<file path="src/rtl/mgm_pkg.sv">
`timescale 1ns/1ps
package mgm_pkg;

    localparam int MAX_W = 8;

    // Shift-and-add multiply in GF(2^w); poly carries the reduction terms.
    function automatic logic [MAX_W-1:0] gf_mul(input logic [MAX_W-1:0] x,
                                                input logic [MAX_W-1:0] y,
                                                input logic [MAX_W:0]   poly,
                                                input int               w);
        logic [MAX_W-1:0] acc;
        logic [MAX_W-1:0] sh;
        logic [MAX_W-1:0] msk;
        logic             carry;
        msk = MAX_W'((9'd1 << w) - 9'd1);
        acc = '0;
        sh  = x & msk;
        for (int k = 0; k < MAX_W; k++) begin
            if (k < w) begin
                if (y[k]) acc = acc ^ sh;
                carry = sh[w-1];
                sh    = (sh << 1) & msk;
                if (carry) sh = sh ^ (poly[MAX_W-1:0] & msk);
            end
        end
        return acc;
    endfunction

    typedef enum logic [2:0] {
        PP_AB  = 3'd0,
        PP_BMA = 3'd1,
        PP_AMB = 3'd2,
        PP_MM  = 3'd3,
        PP_Q1  = 3'd4
    } pp_idx_e;

    localparam int NUM_PP = 5;

endpackage

</file>
<file path="src/rtl/mm_gf_mul.sv">
`timescale 1ns/1ps
module mm_gf_mul import mgm_pkg::*; #(
    parameter int             W    = 4,
    parameter logic [MAX_W:0] POLY = 9'h013
) (
    input  logic [W-1:0] x,
    input  logic [W-1:0] y,
    output logic [W-1:0] p
);
    generate
        if (W == 1) begin : g_and
            assign p = x & y;
        end else begin : g_field
            logic [MAX_W-1:0] full;
            assign full = gf_mul(MAX_W'(x), MAX_W'(y), POLY, W);
            assign p    = full[W-1:0];
        end
    endgenerate
endmodule

</file>
<file path="src/rtl/mm_in_stage.sv">
`timescale 1ns/1ps
module mm_in_stage #(
    parameter int W = 4
) (
    input  logic         clk,
    input  logic         rst,
    input  logic         vld_i,
    input  logic [W-1:0] am_i,
    input  logic [W-1:0] ma_i,
    input  logic [W-1:0] bm_i,
    input  logic [W-1:0] mb_i,
    input  logic [W-1:0] mq_i,
    output logic         vld_o,
    output logic [W-1:0] am_o,
    output logic [W-1:0] ma_o,
    output logic [W-1:0] bm_o,
    output logic [W-1:0] mb_o,
    output logic [W-1:0] mq_o
);
    // All five shares update on one edge so downstream gates switch together.
    always_ff @(posedge clk) begin
        if (rst) begin
            vld_o <= 1'b0;
            am_o  <= '0;
            ma_o  <= '0;
            bm_o  <= '0;
            mb_o  <= '0;
            mq_o  <= '0;
        end else begin
            vld_o <= vld_i;
            am_o  <= am_i;
            ma_o  <= ma_i;
            bm_o  <= bm_i;
            mb_o  <= mb_i;
            mq_o  <= mq_i;
        end
    end
endmodule

</file>
<file path="src/rtl/mm_pp_tree.sv">
`timescale 1ns/1ps
module mm_pp_tree import mgm_pkg::*; #(
    parameter int             W    = 4,
    parameter logic [MAX_W:0] POLY = 9'h013
) (
    input  logic [W-1:0] am,
    input  logic [W-1:0] ma,
    input  logic [W-1:0] bm,
    input  logic [W-1:0] mb,
    input  logic [W-1:0] mq,
    output logic [W-1:0] t_direct,
    output logic [W-1:0] t_folded
);
    localparam logic [W-1:0] ONE = W'(1);

    logic [W-1:0] lhs [NUM_PP];
    logic [W-1:0] rhs [NUM_PP];
    logic [W-1:0] pp  [NUM_PP];

    always_comb begin
        lhs[PP_AB]  = am;  rhs[PP_AB]  = bm;
        lhs[PP_BMA] = bm;  rhs[PP_BMA] = ma;
        lhs[PP_AMB] = am;  rhs[PP_AMB] = mb;
        lhs[PP_MM]  = ma;  rhs[PP_MM]  = mb;
        lhs[PP_Q1]  = mq;  rhs[PP_Q1]  = ONE;
    end

    generate
        for (genvar g = 0; g < NUM_PP; g++) begin : g_pp
            mm_gf_mul #(.W(W), .POLY(POLY)) u_mul (
                .x(lhs[g]),
                .y(rhs[g]),
                .p(pp[g])
            );
        end
    endgenerate

    // Balanced two-level fold: every XOR at a level has equal-depth inputs.
    logic [W-1:0] lvl_cross;
    logic [W-1:0] lvl_mask;
    assign lvl_cross = pp[PP_BMA] ^ pp[PP_AMB];
    assign lvl_mask  = pp[PP_MM]  ^ pp[PP_Q1];
    assign t_folded  = lvl_cross ^ lvl_mask;
    assign t_direct  = pp[PP_AB];
endmodule

</file>
<file path="src/rtl/mm_mid_stage.sv">
`timescale 1ns/1ps
module mm_mid_stage #(
    parameter int W = 4
) (
    input  logic         clk,
    input  logic         rst,
    input  logic         vld_i,
    input  logic [W-1:0] direct_i,
    input  logic [W-1:0] folded_i,
    output logic         vld_o,
    output logic [W-1:0] direct_o,
    output logic [W-1:0] folded_o
);
    // Falling edge: re-aligns the two unequal-depth terms half a period on.
    always_ff @(negedge clk) begin
        if (rst) begin
            vld_o    <= 1'b0;
            direct_o <= '0;
            folded_o <= '0;
        end else begin
            vld_o    <= vld_i;
            direct_o <= direct_i;
            folded_o <= folded_i;
        end
    end
endmodule

</file>
<file path="src/rtl/masked_gf_mult.sv">
`timescale 1ns/1ps
module masked_gf_mult import mgm_pkg::*; #(
    parameter int             W    = 4,
    parameter logic [MAX_W:0] POLY = 9'h013
) (
    input  logic         clk,
    input  logic         rst,
    input  logic         in_valid,
    input  logic [W-1:0] am,
    input  logic [W-1:0] ma,
    input  logic [W-1:0] bm,
    input  logic [W-1:0] mb,
    input  logic [W-1:0] mq,
    output logic         out_valid,
    output logic [W-1:0] qm
);
    logic         s_vld;
    logic [W-1:0] s_am, s_ma, s_bm, s_mb, s_mq;
    logic [W-1:0] t_direct, t_folded;
    logic [W-1:0] h_direct, h_folded;

    mm_in_stage #(.W(W)) u_in (
        .clk  (clk),
        .rst  (rst),
        .vld_i(in_valid),
        .am_i (am),
        .ma_i (ma),
        .bm_i (bm),
        .mb_i (mb),
        .mq_i (mq),
        .vld_o(s_vld),
        .am_o (s_am),
        .ma_o (s_ma),
        .bm_o (s_bm),
        .mb_o (s_mb),
        .mq_o (s_mq)
    );

    mm_pp_tree #(.W(W), .POLY(POLY)) u_tree (
        .am      (s_am),
        .ma      (s_ma),
        .bm      (s_bm),
        .mb      (s_mb),
        .mq      (s_mq),
        .t_direct(t_direct),
        .t_folded(t_folded)
    );

    mm_mid_stage #(.W(W)) u_mid (
        .clk     (clk),
        .rst     (rst),
        .vld_i   (s_vld),
        .direct_i(t_direct),
        .folded_i(t_folded),
        .vld_o   (out_valid),
        .direct_o(h_direct),
        .folded_o(h_folded)
    );

    assign qm = h_direct ^ h_folded;

    // the two tree outputs recombine to the masked true product.
    logic [MAX_W-1:0] ref_full;
    assign ref_full = gf_mul(MAX_W'(s_am ^ s_ma), MAX_W'(s_bm ^ s_mb), POLY, W);

    p_recombine_r1: assert property (@(negedge clk) disable iff (rst)
        (t_direct ^ t_folded) == (ref_full[W-1:0] ^ s_mq));

    // the output shows what the tree offered at the previous falling edge.
    p_mid_capture_r2: assert property (@(negedge clk) disable iff (rst)
        !rst |=> (qm == $past(t_direct ^ t_folded)));

    // the valid flag rides along with the data.
    p_valid_track_r3: assert property (@(negedge clk) disable iff (rst)
        !rst |=> (out_valid == $past(s_vld)));

    // leaving reset, the output stage is cleared.
    p_reset_clear_r4: assert property (@(negedge clk) disable iff (rst)
        $fell(rst) |-> (qm == '0 && !out_valid));

    // a zero true operand leaves only the fresh mask.
    p_zero_a_r6: assert property (@(negedge clk) disable iff (rst)
        (s_am == s_ma) |-> ((t_direct ^ t_folded) == s_mq));

endmodule

</file>
<file path="config.mk">
export PLATFORM = sky130hd
export DESIGN_NAME = masked_gf_mult
export DESIGN_NICKNAME = d
export VERILOG_FILES = /design/src/rtl/mgm_pkg.sv /design/src/rtl/mm_gf_mul.sv /design/src/rtl/mm_in_stage.sv /design/src/rtl/mm_pp_tree.sv /design/src/rtl/mm_mid_stage.sv /design/src/rtl/masked_gf_mult.sv
export SDC_FILE = /design/constraint.sdc
export NUM_CORES = 1
export LEC_CHECK = 0
export ABC_AREA = 1
export BUFFER_PORTS_ARGS = -buffer_cell sky130_fd_sc_hd__buf_2
export CAP_MARGIN = 20
export CORE_UTILIZATION = 60
export DETAILED_ROUTE_END_ITERATION = 6
export PLACE_DENSITY = 0.8
export SETUP_SLACK_MARGIN = 0.15
export SLEW_MARGIN = 20
export SYNTH_ARGS = -nofsm -noshare
export SYNTH_HDL_FRONTEND = slang
export SYNTH_HIERARCHICAL = 1
export SYNTH_SLANG_ARGS = --single-unit
</file>
<file path="constraint.sdc">
create_clock -name clk -period 4.02 [get_ports clk]
set_clock_uncertainty 0.05 [all_clocks]
set_input_delay 0 -clock clk [delete_from_list [all_inputs] [get_ports clk]]
set_output_delay 0 -clock clk [all_outputs]
set_load 0.1 [all_outputs]
</file>
# [Word-level counts from Yosys, hierarchy flattened]
# Index checks and enable logic that the tools add are counted.
[op_classes] muxes=25 bitwise=25
[ops] cell="$mux 4" count=16
[ops] cell="$xor 4x4->4" count=16
[ops] cell="$mux 2" count=9
[ops] cell="$not 2->2" count=9
[word_totals] in_bits=23 elab_cells=59 register_bits=30 out_inout_bits=5

# [Longest topological paths before layout]
# Gate-level depths: netlist of the first run.
[depth] ltp_word=10 depth_mapped=16 ltp_nobuf=16

# [Cells and area by module]
# Netlist of the first run, hierarchy kept.
[by_module_without_submodules] mod="mm_gf_mul at u_tree.g_pp[1].u_mul ..." area_each_um2=311.5 seq_area_each_um2=0.0 n_inst=4 cells_each=70
[by_module_without_submodules] mod="mm_in_stage" area_each_um2=600.6 seq_area_each_um2=420.4 n_inst=1 cells_each=65
[by_module_without_submodules] mod="mm_gf_mul at u_tree.g_pp[0].u_mul" area_each_um2=349.1 seq_area_each_um2=0.0 n_inst=1 cells_each=73
[by_module_without_submodules] mod="mm_pp_tree" area_each_um2=302.8 seq_area_each_um2=0.0 n_inst=1 cells_each=78
[by_module_without_submodules] mod="mm_mid_stage" area_each_um2=262.8 seq_area_each_um2=180.2 n_inst=1 cells_each=29
[by_module_without_submodules] mod="masked_gf_mult" area_each_um2=75.1 seq_area_each_um2=0.0 n_inst=1 cells_each=20

==> impl_summary.log, run 1 <==
INFO  metric clock_tree_from_tritoncts = done
INFO  metric class_of_the_most_critical_hold_timing_path = in -> reg
INFO  metric power.share.combinational = 0.349
INFO  metric critPathKind = reg -> reg
INFO  metric cp_slowest_cell = sky130_fd_sc_hd__dfxtp_1
INFO  metric tightestPinTransition = around 0.53 ns
INFO  metric sw_frac_of_total = 0.407
INFO  metric vias = 3,118
INFO  metric ys.warnings.count = 6
INFO  metric placedCellCount = 642
INFO  metric totalNegativeSetupSlack = 0 ns
INFO  metric floorplan.die_area = 5010 um^2
INFO  metric slew_headroom = 0.647
INFO  metric starting_density_of_the_core = 0.638
INFO  metric power.ir.vdd_worst = 212 uV
INFO  metric seq_power_share = 0.369
INFO  metric final_cell_mix = sky130_fd_sc_hd__nand2_1, sky130_fd_sc_hd__inv_1, sky130_fd_sc_hd__nor2_1
INFO  metric yosys_register_bits = 30
INFO  metric p_sw = 386 uW
INFO  metric antenna_cells = 0
INFO  metric dp_worst_setup_slack = 0.221 ns
INFO  metric hpwl = between 4000 and 5000 um
INFO  metric most_common_cell_after_layout_fill_and_taps_aside = sky130_fd_sc_hd__nand2_1
INFO  metric core_area = 4440 um^2
INFO  metric detail_route.wirelength = 6230 um
INFO  metric drtAntennaViolNets = 0
INFO  metric cap_viol_max_count = 0
INFO  metric pin_count_of_the_biggest_net_entering_global_routing = 31
INFO  metric timing.critical_path.cells = nand2_1 > xnor2_1 > nand2_1 > nand2_1 > nand2_1 > nand2_1 > nand2_1 > inv_1 > nor2_2 > nand2_1 > nand2_1 > inv_1 > nor2_1
INFO  metric die_h = about 71 um
INFO  metric number_of_buffers_created_by_cts = 5
INFO  metric crit-reg2reg-capture = u_mid/folded_o[3]
INFO  metric area_growth = 20.9%
INFO  metric post-route-drc-count = 0
INFO  metric post_drt_via_cell_ratio = ~4.6
INFO  metric synth_cells = 545
INFO  metric post_layout_nonfiller_instances = 679
INFO  metric placementRows = 24
INFO  metric regToRegSetupSlack = 0.36 ns
INFO  metric p_leak = 2.07 nW
INFO  metric finalNetCount = 649
INFO  metric final_layout_size_suffix_gt1_frac = 0.112
INFO  metric max-clock-path-buffers = 2
INFO  metric grt.overflow.total = 0
INFO  metric status = completed
INFO  metric post_layout_worst_setup_margin = 0.357 ns
INFO  metric post_route_core_utilization = 0.771
INFO  metric worstPathMaxFanout = 8
INFO  metric clock_power_frac = 0.282
INFO  metric critical_path_launch_point_type = flop
INFO  metric hold_path_startpoint = rst
INFO  metric avg_inst_size_synth = 5.20 um^2
INFO  metric die_width = 70.8 um
INFO  metric cellPowerDensity = 276 nW/um^2
INFO  metric grt_pass1_wl = around 11,000 um
INFO  metric ioPinCount = 28
INFO  metric ff2ff_path_depth = 13
INFO  metric portBuffers = 27
INFO  metric max_stage_delay = 0.50 ns
INFO  metric initialDrtViolationCount = 124
INFO  metric timing.final.hold_violations = 0
INFO  metric antenna_found_initial = 0
INFO  metric critPathArrivalTime = 1.81 ns
INFO  metric detail_route.wl_per_cell = 9.17 um
INFO  metric final-setup-viol-count = 0
INFO  metric yosysSeqAreaShare = 0.212
INFO  metric hold-path-cell-count = 2
INFO  metric crit_top_cell = sky130_fd_sc_hd__nand2_1
INFO  metric clock_transition_time_at_the_flip_flop_clock_pins_of_the_worst_setup_and_hold_paths = 0.07 ns
INFO  metric track_usage = 0.268
INFO  metric hold_end = u_in/bm_o[3]
INFO  metric cp_data_required_time = about 2.2 ns
INFO  metric r2r_start = u_in/mb_o[0]
INFO  metric cts_root_buffer = sky130_fd_sc_hd__clkbuf_8
INFO  metric cell_internal_power = 562 uW
INFO  metric clock_insertion_delay_worst_skew = 0.35 ns
INFO  metric number_of_global_route_vias_before_repair = between 2k and 3k
INFO  metric setup_repair_after_global_routing_missed_its_margin = no
INFO  metric mappedNetlistArea = roughly 2800 um^2
INFO  metric synth.distinct_cells = 15
INFO  metric end_kind = flop
INFO  metric cts_sinks = 30
INFO  metric final_max_slew_viol_count = 0
INFO  metric finalWeightedCongestion = 0.839
INFO  metric detail_route.first_pass.iterations = 5
INFO  metric htree_num_levels = 2
-- flip-flops by register name, indices dropped and copies added (netlist names) --
signal          count
u_in/ma_o           4
u_mid/vld_o         1
u_in/am_o           4
u_in/mb_o           4
u_in/bm_o           4
u_in/mq_o           4
u_mid/direct_o      4
u_in/vld_o          1
u_mid/folded_o      4
-- cell usage after synthesis --
cell | instances | area (um^2)
sky130_fd_sc_hd__nor2_1 | 54 | 203
sky130_fd_sc_hd__dfxtp_1 | 30 | 601
sky130_fd_sc_hd__buf_6 | 4 | 45.0
sky130_fd_sc_hd__inv_1 | 103 | 387
sky130_fd_sc_hd__xor2_1 | 14 | 123
sky130_fd_sc_hd__nand3b_1 | 5 | 37.5
sky130_fd_sc_hd__nand3_1 | 32 | 160
sky130_fd_sc_hd__inv_2 | 7 | 26.3
sky130_fd_sc_hd__nand2_1 | 260 | 976
sky130_fd_sc_hd__nand2_2 | 10 | 62.6
sky130_fd_sc_hd__xnor2_1 | 18 | 158
sky130_fd_sc_hd__conb_1 | 2 | 7.51
sky130_fd_sc_hd__nor2_2 | 4 | 25.0
sky130_fd_sc_hd__nand3_2 | 1 | 10.0
sky130_fd_sc_hd__xnor2_2 | 1 | 16.3
-- kinds of logic (layout without fill, tap and decap cells) --
family | after synthesis | count (layout) | synth area share
xor+xnor | 33 | 33 | 0.105
simple gates | 366 | 366 | 0.520
buf+inv | 114 | 180 | 0.161
flops | 30 | 30 | 0.212
other cells | 2 | 18 | 0.00265
-- power by group through the flow --
stage	sequential, mW	clock [mW]	combinational (mW)
6_report	0.350	0.267	0.331
5_1_grt	0.353	0.290	0.375
4_1_cts	0.348	0.273	0.328
3_5_place_dp	0.354	0.0153	0.312
3_3_place_gp	0.354	0.0153	0.304
2_1_floorplan	0.351	0.0153	0.254
-- cell type report --
class                      count  area, um^2
multi-input combinational    417        1840
fill                         384        1020
sequential                    30         611
inverter                     109         409
timing repair buffer          54         390
clock buffer                   5        68.8
tap                           52        65.1
clock inverter                12        46.3
-- worst max-delay path by stage --
stage / startpoint / end / slack (ns) / cells past startpoint
2_1_floorplan: u_in/am_o[3] / u_mid/folded_o[3] / 0.48 / 12
3_3_place_gp: u_in/mb_o[1] / u_mid/folded_o[3] / 0.27 / 13
3_5_place_dp: u_in/mb_o[1] / u_mid/folded_o[3] / 0.22 / 13
4_1_cts: u_in/mb_o[1] / u_mid/folded_o[3] / 0.26 / 13
5_1_grt: u_in/am_o[3] / u_mid/folded_o[2] / 0.16 / 15
6_report: u_in/mb_o[0] / u_mid/folded_o[3] / 0.36 / 13
-- timing repair --
action / CTS / global route
endpoints found under the setup margin: 0 / 2
resized for setup: 0 / 8
buffers inserted: 0 / 0
hold endpoints to repair: 21 / 0
hold buffers: 21 / 0
-- per-stage QoR --
stage	area (um^2)	power (mW)	hold WS, ns
6_report	3430	0.948	0.117
4_1_cts	3420	0.949	0.117
5_1_grt	3430	1.02	0.160
2_1_floorplan	2900	0.620	0.0212
3_3_place_gp	3100	0.673	0.147
3_5_place_dp	3100	0.681	0.157
-- critical path: cells and delay by family, from the launching register on --
kind,cells,cell delay [ns]
simple gates,10,0.70
xor+xnor,1,0.17
buf+inv,2,0.12
flops,1,0.50
-- metal layers --
metal	part of all wire	wire, um	up-vias	GRT usage
li1	-	-	1708	-
met1	0.44	2760	1340	0.311
met2	0.50	3140	65	0.512
met3	0.046	286	5	0.0456
met4	0.0069	43	0	0.0600
met5	0	0	-	0
Note: power is estimated with default switching activity, not from simulation.
==> inputs of run 2 (changes only) <==
--- a/config.mk
+++ b/config.mk
@@ -8,9 +8,9 @@
 export ABC_AREA = 1
 export BUFFER_PORTS_ARGS = -buffer_cell sky130_fd_sc_hd__buf_2
 export CAP_MARGIN = 20
-export CORE_UTILIZATION = 60
+export CORE_UTILIZATION = 54
 export DETAILED_ROUTE_END_ITERATION = 6
-export PLACE_DENSITY = 0.8
+export PLACE_DENSITY = 0.76
 export SETUP_SLACK_MARGIN = 0.15
 export SLEW_MARGIN = 20
 export SYNTH_ARGS = -nofsm -noshare
==> constraint.sdc (replaced) <==
create_clock -name clk -period 3.1 [get_ports clk]
set_clock_uncertainty 0.05 [all_clocks]
set_input_delay 0 -clock clk [delete_from_list [all_inputs] [get_ports clk]]
set_output_delay 0 -clock clk [all_outputs]
set_load 0.1 [all_outputs]
==> run 2 against run 1 <==
  * Cell count increased by 5.0%
  * Count of clock-buffer cells in the layout grew 1
  * Non-clock buffer count is 16 higher
  * Combinational power up 45%
  * First-iteration DRC count is 22% lower
  * Total power grew 41%
  * Routed wire length increased by 6.2%
  * Global-route usage down 1.8 points
  * Die area rose by 11%
  * Register-to-register slack worse by 0.34 ns
  * Sequential cell count stayed put
  * Utilization shrank 2.4 points
  * Critical endpoint is now u_mid/folded_o[2]
  * Largest cell class unchanged
  * Highest routed layer unchanged
==> impl_summary.log, run 2 (synthesis results as in run 1) <==
INFO  metric cellPowerDensity = 352 nW/um^2
INFO  metric pin_count_of_the_biggest_net_entering_global_routing = 31
INFO  metric cp_data_required_time = 1.70 ns
INFO  metric track_usage = 0.251
INFO  metric finalNetCount = 665
INFO  metric cts_root_buffer = sky130_fd_sc_hd__clkbuf_8
INFO  metric hold_end = u_in/bm_o[2]
INFO  metric totalNegativeSetupSlack = 0 ns
INFO  metric die_h = 74.5 um
INFO  metric timing.final.hold_violations = 0
INFO  metric max-clock-path-buffers = 2
INFO  metric drtAntennaViolNets = 0
INFO  metric post-route-drc-count = 0
INFO  metric detail_route.wirelength = 6610 um
INFO  metric vias = 3,255
INFO  metric floorplan.die_area = 5550 um^2
INFO  metric clock_insertion_delay_worst_skew = 0.34 ns
INFO  metric final-setup-viol-count = 0
INFO  metric slew_headroom = 0.645
INFO  metric class_of_the_most_critical_hold_timing_path = in -> reg
INFO  metric finish.instance_area = 3790 um^2
INFO  metric post_drt_via_cell_ratio = 4.57
INFO  metric p_leak = 2.23 nW
INFO  metric clock_tree_from_tritoncts = done
INFO  metric number_of_buffers_created_by_cts = 5
INFO  metric status = completed
INFO  metric dp_worst_setup_slack = -0.140 ns
INFO  metric htree_num_levels = 2
INFO  metric starting_density_of_the_core = 0.559
INFO  metric cap_viol_max_count = 0
INFO  metric critPathArrivalTime = roughly 1.7 ns
INFO  metric grt.overflow.total = 0
INFO  metric hpwl = about 4700 um
INFO  metric r2r_start = u_in/ma_o[0]
INFO  metric final_max_slew_viol_count = 0
INFO  metric core_area = 5070 um^2
INFO  metric post_layout_worst_setup_margin = 0.0181 ns
INFO  metric clock_transition_time_at_the_flip_flop_clock_pins_of_the_worst_setup_and_hold_paths = 0.07 ns
INFO  metric ioPinCount = 28
INFO  metric number_of_global_route_vias_before_repair = 2,794
INFO  metric antenna_found_initial = 0
INFO  metric detail_route.wl_per_cell = 9.27 um
INFO  metric initialDrtViolationCount = 97
INFO  metric portBuffers = 27
INFO  metric hold-path-cell-count = 2
INFO  metric ff2ff_path_depth = 15
INFO  metric antenna_cells = 0
INFO  metric placementRows = 26
INFO  metric final_layout_size_suffix_gt1_frac = 0.205
INFO  metric cts_sinks = 30
INFO  metric regToRegSetupSlack = 0.02 ns
INFO  metric place_area = 3220 um^2
INFO  metric power.ir.vdd_worst = between 200 and 300 uV
INFO  metric finalWeightedCongestion = roughly 0.84
INFO  metric grt_pass1_wl = 10,800 um
INFO  metric area_growth = 33.8%
INFO  metric die_width = 74.5 um
INFO  metric critPathKind = reg -> reg
INFO  metric fin_hold_ws = 0.127 ns
INFO  metric most_common_cell_after_layout_fill_and_taps_aside = sky130_fd_sc_hd__nand2_1
INFO  metric hold_path_startpoint = rst
INFO  metric final_cell_mix = sky130_fd_sc_hd__nand2_1, sky130_fd_sc_hd__inv_1, sky130_fd_sc_hd__nor2_1
INFO  metric worstPathMaxFanout = 8
INFO  metric end_kind = flop
INFO  metric critical_path_launch_point_type = flop
INFO  metric tightestPinTransition = 0.532 ns
INFO  metric crit-reg2reg-capture = u_mid/folded_o[2]
INFO  metric detail_route.first_pass.iterations = 5
INFO  metric power.total = 1.34 mW
INFO  metric setup_repair_after_global_routing_missed_its_margin = yes
-- run 2: cell types whose count changed in the layout (fill, tap and decap cells not counted), sizes merged --
cell	delta
buf	+16
clkbuf	+1
clkinv	-2
inv	+1
-- run 2: final cells by class --
class | instances | area (um^2)
inverter | 109 | 412
multi-input combinational | 417 | 1960
timing repair buffer | 70 | 541
tap | 70 | 87.6
fill | 426 | 1280
clock inverter | 11 | 51.3
clock buffer | 6 | 93.8
sequential | 30 | 654
-- run 2: metrics by stage --
stage | cells | utilization
after floorplan | 561 | -
after global placement | 671 | 0.634
after detailed placement | 671 | 0.634
after CTS | 711 | 0.722
after global routing | 713 | 0.748
final | 713 | 0.748
-- run 2: worst max-delay path by stage --
| stage | slack (ns) | endpoint | cells past startpoint | startpoint |
|---|---|---|---|---|
| finish | 0.02 | u_mid/folded_o[2] | 15 | u_in/ma_o[0] |
| global route | -0.12 | u_mid/folded_o[3] | 14 | u_in/ma_o[2] |
| detailed placement | -0.14 | u_mid/folded_o[2] | 15 | u_in/ma_o[0] |
| global placement | -0.07 | u_mid/folded_o[2] | 15 | u_in/ma_o[0] |
| CTS | 0.04 | u_mid/folded_o[0] | 11 | u_in/ma_o[3] |
| floorplan | 0.16 | u_mid/folded_o[3] | 15 | u_in/ma_o[0] |
-- run 2: critical path, cell delays in order, from the launching register on --
cell                      delay, ns
sky130_fd_sc_hd__dfxtp_4       0.40
sky130_fd_sc_hd__inv_2         0.05
sky130_fd_sc_hd__nand2_1       0.08
sky130_fd_sc_hd__nand2_2       0.09
sky130_fd_sc_hd__nand2_1       0.08
sky130_fd_sc_hd__inv_1         0.04
sky130_fd_sc_hd__nand2_1       0.08
sky130_fd_sc_hd__nand3_1       0.10
sky130_fd_sc_hd__nand2_2       0.11
sky130_fd_sc_hd__inv_1         0.06
sky130_fd_sc_hd__nand2_1       0.07
sky130_fd_sc_hd__nand2_1       0.05
sky130_fd_sc_hd__nand2_1       0.06
sky130_fd_sc_hd__nand2_1       0.05
sky130_fd_sc_hd__inv_1         0.05
sky130_fd_sc_hd__nor2_1        0.03
-- run 2: where the power goes --
| group | switching, mW | internal, mW | total [mW] |
|---|---|---|---|
| clock network | 0.189 | 0.226 | 0.415 |
| logic | 0.307 | 0.173 | 0.480 |
| registers | 0.0318 | 0.411 | 0.443 |
-- run 2: routing by layer --
| metal | GRT usage | up-vias | wire [um] |
|---|---|---|---|
| li1 | - | 1745 | - |
| met1 | 0.267 | 1429 | 2790 |
| met2 | 0.499 | 71 | 3500 |
| met3 | 0.0366 | 10 | 234 |
| met4 | 0.0755 | 0 | 88 |
| met5 | 0 | - | 0 |
-- run 2: repair_timing --
action / in CTS / in global routing
hold buffers: 21 / 0
pin swaps: 4 / 23
setup endpoints to repair: 4 / 7
resized for setup: 26 / 42
setup buffers: 3 / 2
endpoints found under the hold margin: 21 / 0
==> inputs of run 3 (changes only) <==
--- a/config.mk
+++ b/config.mk
@@ -8,12 +8,13 @@
 export ABC_AREA = 1
 export BUFFER_PORTS_ARGS = -buffer_cell sky130_fd_sc_hd__buf_2
 export CAP_MARGIN = 20
-export CORE_UTILIZATION = 54
+export CELL_PAD_IN_SITES_DETAIL_PLACEMENT = 1
+export CELL_PAD_IN_SITES_GLOBAL_PLACEMENT = 2
+export CORE_UTILIZATION = 30
 export DETAILED_ROUTE_END_ITERATION = 6
-export PLACE_DENSITY = 0.76
+export PLACE_DENSITY = 0.78
 export SETUP_SLACK_MARGIN = 0.15
 export SLEW_MARGIN = 20
 export SYNTH_ARGS = -nofsm -noshare
 export SYNTH_HDL_FRONTEND = slang
-export SYNTH_HIERARCHICAL = 1
 export SYNTH_SLANG_ARGS = --single-unit
==> constraint.sdc (replaced) <==
create_clock -name clk -period 3.13 [get_ports clk]
set_clock_uncertainty 0.05 [all_clocks]
set_input_delay 0 -clock clk [delete_from_list [all_inputs] [get_ports clk]]
set_output_delay 0 -clock clk [all_outputs]
set_load 0.1 [all_outputs]
==> run 3 against run 2 <==
  * Synthesized cell count down 32%
  * Clock power up 5.5%
  * Sequential power down 0.9%
  * Sequential cell count unchanged
  * Utilization down 25 points
  * Via count down 25%
  * First-iteration DRC count down 56%
  * Register-to-register slack better by 0.08 ns
  * Total power down 1.6%
  * Area after synthesis down 22%
  * Highest routed layer unchanged
  * Critical path depth down 8
==> impl_summary.log, run 3 <==
INFO  metric antenna_found_initial = 0
INFO  metric clock_insertion_delay_worst_skew = 0.35 ns
INFO  metric detail_route.wirelength = ~7500 um
INFO  metric portBuffers = 27
INFO  metric ys_async_sr_fraction = 0
INFO  metric die_h = 87.8 um
INFO  metric number_of_global_route_vias_before_repair = 2,457
INFO  metric number_of_buffers_created_by_cts = 5
INFO  metric cp_data_required_time = 1.74 ns
INFO  metric final_layout_size_suffix_gt1_frac = 0.394
INFO  metric power.ir.vdd_worst = 206 uV
INFO  metric dp_worst_setup_slack = -0.118 ns
INFO  metric crit_top_cell = sky130_fd_sc_hd__nand2_1
INFO  metric antenna_cells = 0
INFO  metric floorplan.die_area = 7710 um^2
INFO  metric cts_sinks = 30
INFO  metric drtAntennaViolNets = 0
INFO  metric hpwl = 4890 um
INFO  metric area_growth = 57.0%
INFO  metric seq_power_share = 0.334
INFO  metric setup_repair_after_global_routing_missed_its_margin = yes
INFO  metric slew_headroom = 0.675
INFO  metric worst-path-buf-inv = 1
INFO  metric synth.distinct_cells = 25
INFO  metric p_sw = ~500 uW
INFO  metric final_cell_mix = sky130_fd_sc_hd__nand2_1, sky130_fd_sc_hd__inv_1, sky130_fd_sc_hd__nand2_2
INFO  metric clock_tree_from_tritoncts = done
INFO  metric cellPowerDensity = 380 nW/um^2
INFO  metric vias = ~2.4k
INFO  metric avg_inst_size_synth = 6.00 um^2
INFO  metric status = completed
INFO  metric grt.overflow.total = 0
INFO  metric ioPinCount = 28
INFO  metric cell_internal_power = 815 uW
INFO  metric timing.critical_path.cells = buf_6 > nand2_1 > xor2_1 > xor2_2 > nand2_1 > nand2_1 > nor2_1
INFO  metric pin_count_of_the_biggest_net_entering_global_routing = 23
INFO  metric yosysSeqAreaShare = 0.272
INFO  metric clock_power_frac = 0.333
INFO  metric syn_nets = around 400
INFO  metric max_stage_delay = 0.42 ns
INFO  metric track_usage = 0.200
INFO  metric synthDominantAreaCellType = sky130_fd_sc_hd__dfxtp_1
INFO  metric cp_slowest_cell = sky130_fd_sc_hd__dfxtp_4
INFO  metric critical_path_launch_point_type = flop
INFO  metric clock_transition_time_at_the_flip_flop_clock_pins_of_the_worst_setup_and_hold_paths = 0.08 ns
INFO  metric timing.final.hold_violations = 0
INFO  metric cap_viol_max_count = 0
INFO  metric class_of_the_most_critical_hold_timing_path = in -> reg
INFO  metric ys_dominant_reg_cell = sky130_fd_sc_hd__dfxtp_1
INFO  metric synth.cells.most_frequent = sky130_fd_sc_hd__nand2_1, sky130_fd_sc_hd__inv_1, sky130_fd_sc_hd__nor2_1, sky130_fd_sc_hd__dfxtp_1, sky130_fd_sc_hd__nand3_1
INFO  metric detail_route.first_pass.iterations = 4
INFO  metric final_max_slew_viol_count = 0
INFO  metric initialDrtViolationCount = 43
INFO  metric most_common_cell_after_layout_fill_and_taps_aside = sky130_fd_sc_hd__nand2_1
INFO  metric core_area = around 6900 um^2
INFO  metric placementRows = 30
INFO  metric power.total = 1.32 mW
INFO  metric post-route-drc-count = 0
INFO  metric starting_density_of_the_core = 0.318
INFO  metric cell_class_contributing_the_biggest_share_of_worst_path_delay = XOR/XNOR gates
INFO  metric yosys_register_bits = 30
INFO  metric critPathArrivalTime = 1.65 ns
INFO  metric synth_enable_flop_cells = 0
INFO  metric worstPathMaxFanout = 6
INFO  metric end_kind = flop
INFO  metric synth_cells = around 370
INFO  metric detail_route.wl_per_cell = 13.5 um
INFO  metric critPathKind = reg -> reg
INFO  metric synthDominantCellAreaShare = 0.272
INFO  metric cts_root_buffer = sky130_fd_sc_hd__clkbuf_8
INFO  metric final-setup-viol-count = 0
INFO  metric post_route_core_utilization = 0.499
INFO  metric max-clock-path-buffers = 2
INFO  metric finalWeightedCongestion = between 0.8 and 0.9
INFO  metric die_width = 87.8 um
INFO  metric totalNegativeSetupSlack = 0 ns
INFO  metric synthMostInstantiatedCell = sky130_fd_sc_hd__nand2_1
INFO  metric grt_pass1_wl = approximately 12,000 um
INFO  metric p_leak = between 1.5 and 2 nW
INFO  metric ys.warnings.count = 0
INFO  metric power.share.combinational = 0.333
INFO  metric tightestPinTransition = 0.491 ns
INFO  metric synthTopCellsByArea = sky130_fd_sc_hd__dfxtp_1, sky130_fd_sc_hd__nand2_1, sky130_fd_sc_hd__inv_1
INFO  metric post_layout_worst_setup_margin = 0.0953 ns
INFO  metric finalNetCount = 479
INFO  metric htree_num_levels = 2
INFO  metric sw_frac_of_total = 0.381
INFO  metric mappedNetlistArea = 2210 um^2
INFO  metric post_drt_via_cell_ratio = 4.42
[run 3: cell types whose count changed in the layout (fill, tap and decap cells not counted), moves of 5 or more]
cell	change
sky130_fd_sc_hd__buf_4	+14
sky130_fd_sc_hd__nand3_1	-9
sky130_fd_sc_hd__xor2_2	+9
sky130_fd_sc_hd__nand2_2	+14
sky130_fd_sc_hd__dfxtp_4	-5
sky130_fd_sc_hd__nor2_1	-19
sky130_fd_sc_hd__inv_2	-6
sky130_fd_sc_hd__nand2_1	-141
sky130_fd_sc_hd__nor2_4	+5
sky130_fd_sc_hd__xnor2_1	-5
sky130_fd_sc_hd__conb_1	-18
sky130_fd_sc_hd__inv_1	-51
[run 3: worst paths after layout]
kind         slack (ns)         start           endpoint  cells after the start
min                0.14           rst       u_in.ma_o[2]                      3
max                 0.1  u_in.ma_o[2]  u_mid.folded_o[3]                      7
max reg2reg         0.1  u_in.ma_o[2]  u_mid.folded_o[3]                      7
min reg2reg        1.88    u_in.vld_o        u_mid.vld_o                      2
[run 3: power by group through the flow]
stage	Combinational, mW	Sequential (mW)	Clock (mW)
2_1_floorplan	0.264	0.435	0.0197
3_3_place_gp	0.343	0.444	0.0197
3_5_place_dp	0.349	0.444	0.0197
4_1_cts	0.397	0.438	0.445
5_1_grt	0.476	0.442	0.471
6_report	0.438	0.439	0.438
[run 3: logic make-up after synthesis]
logic type,share of synthesized area
DFF,0.272
AOI/OAI and AO/OA,0.0193
xor gates and xnor gates,0.138
and+or+nand+nor,0.420
buffers and inverters,0.150
[run 3: routing by layer]
metal,share of wire,GRT usage
met5,0,0
met4,0.014,0.0566
met3,0.030,0.0415
met2,0.52,0.341
met1,0.43,0.254
[run 3: through the flow]
stage | area (um^2) | hold WS, ns | instances
6_report | 3470 | 0.144 | 553
5_1_grt | 3470 | 0.152 | 553
3_3_place_gp | 2630 | 0.149 | 505
4_1_cts | 3190 | 0.138 | 548
3_5_place_dp | 2630 | 0.160 | 505
2_1_floorplan | 2240 | 0.0570 | 368
[run 3: what timing repair did]
item / in CTS / in global routing
buffers inserted: 5 / 5
hold endpoints to repair: 21 / 0
pin swaps: 21 / 40
endpoints found under the setup margin: 7 / 7
resized for setup: 61 / 61
hold buffers: 22 / 0
[run 3: worst reg2reg max path, cell delays in order, from the launching register on]
cell	delay [ns]
sky130_fd_sc_hd__dfxtp_4	0.42
sky130_fd_sc_hd__buf_6	0.15
sky130_fd_sc_hd__nand2_1	0.07
sky130_fd_sc_hd__xor2_1	0.24
sky130_fd_sc_hd__xor2_2	0.28
sky130_fd_sc_hd__nand2_1	0.09
sky130_fd_sc_hd__nand2_1	0.06
sky130_fd_sc_hd__nor2_1	0.04
[run 3: final cells by class]
cell class,count,area (um^2)
sequential,30,641
inverter,54,210
clock buffer,7,108
timing repair buffer,90,742
tap,96,120
fill,888,3480
multi-input combinational,266,1610
clock inverter,10,38.8
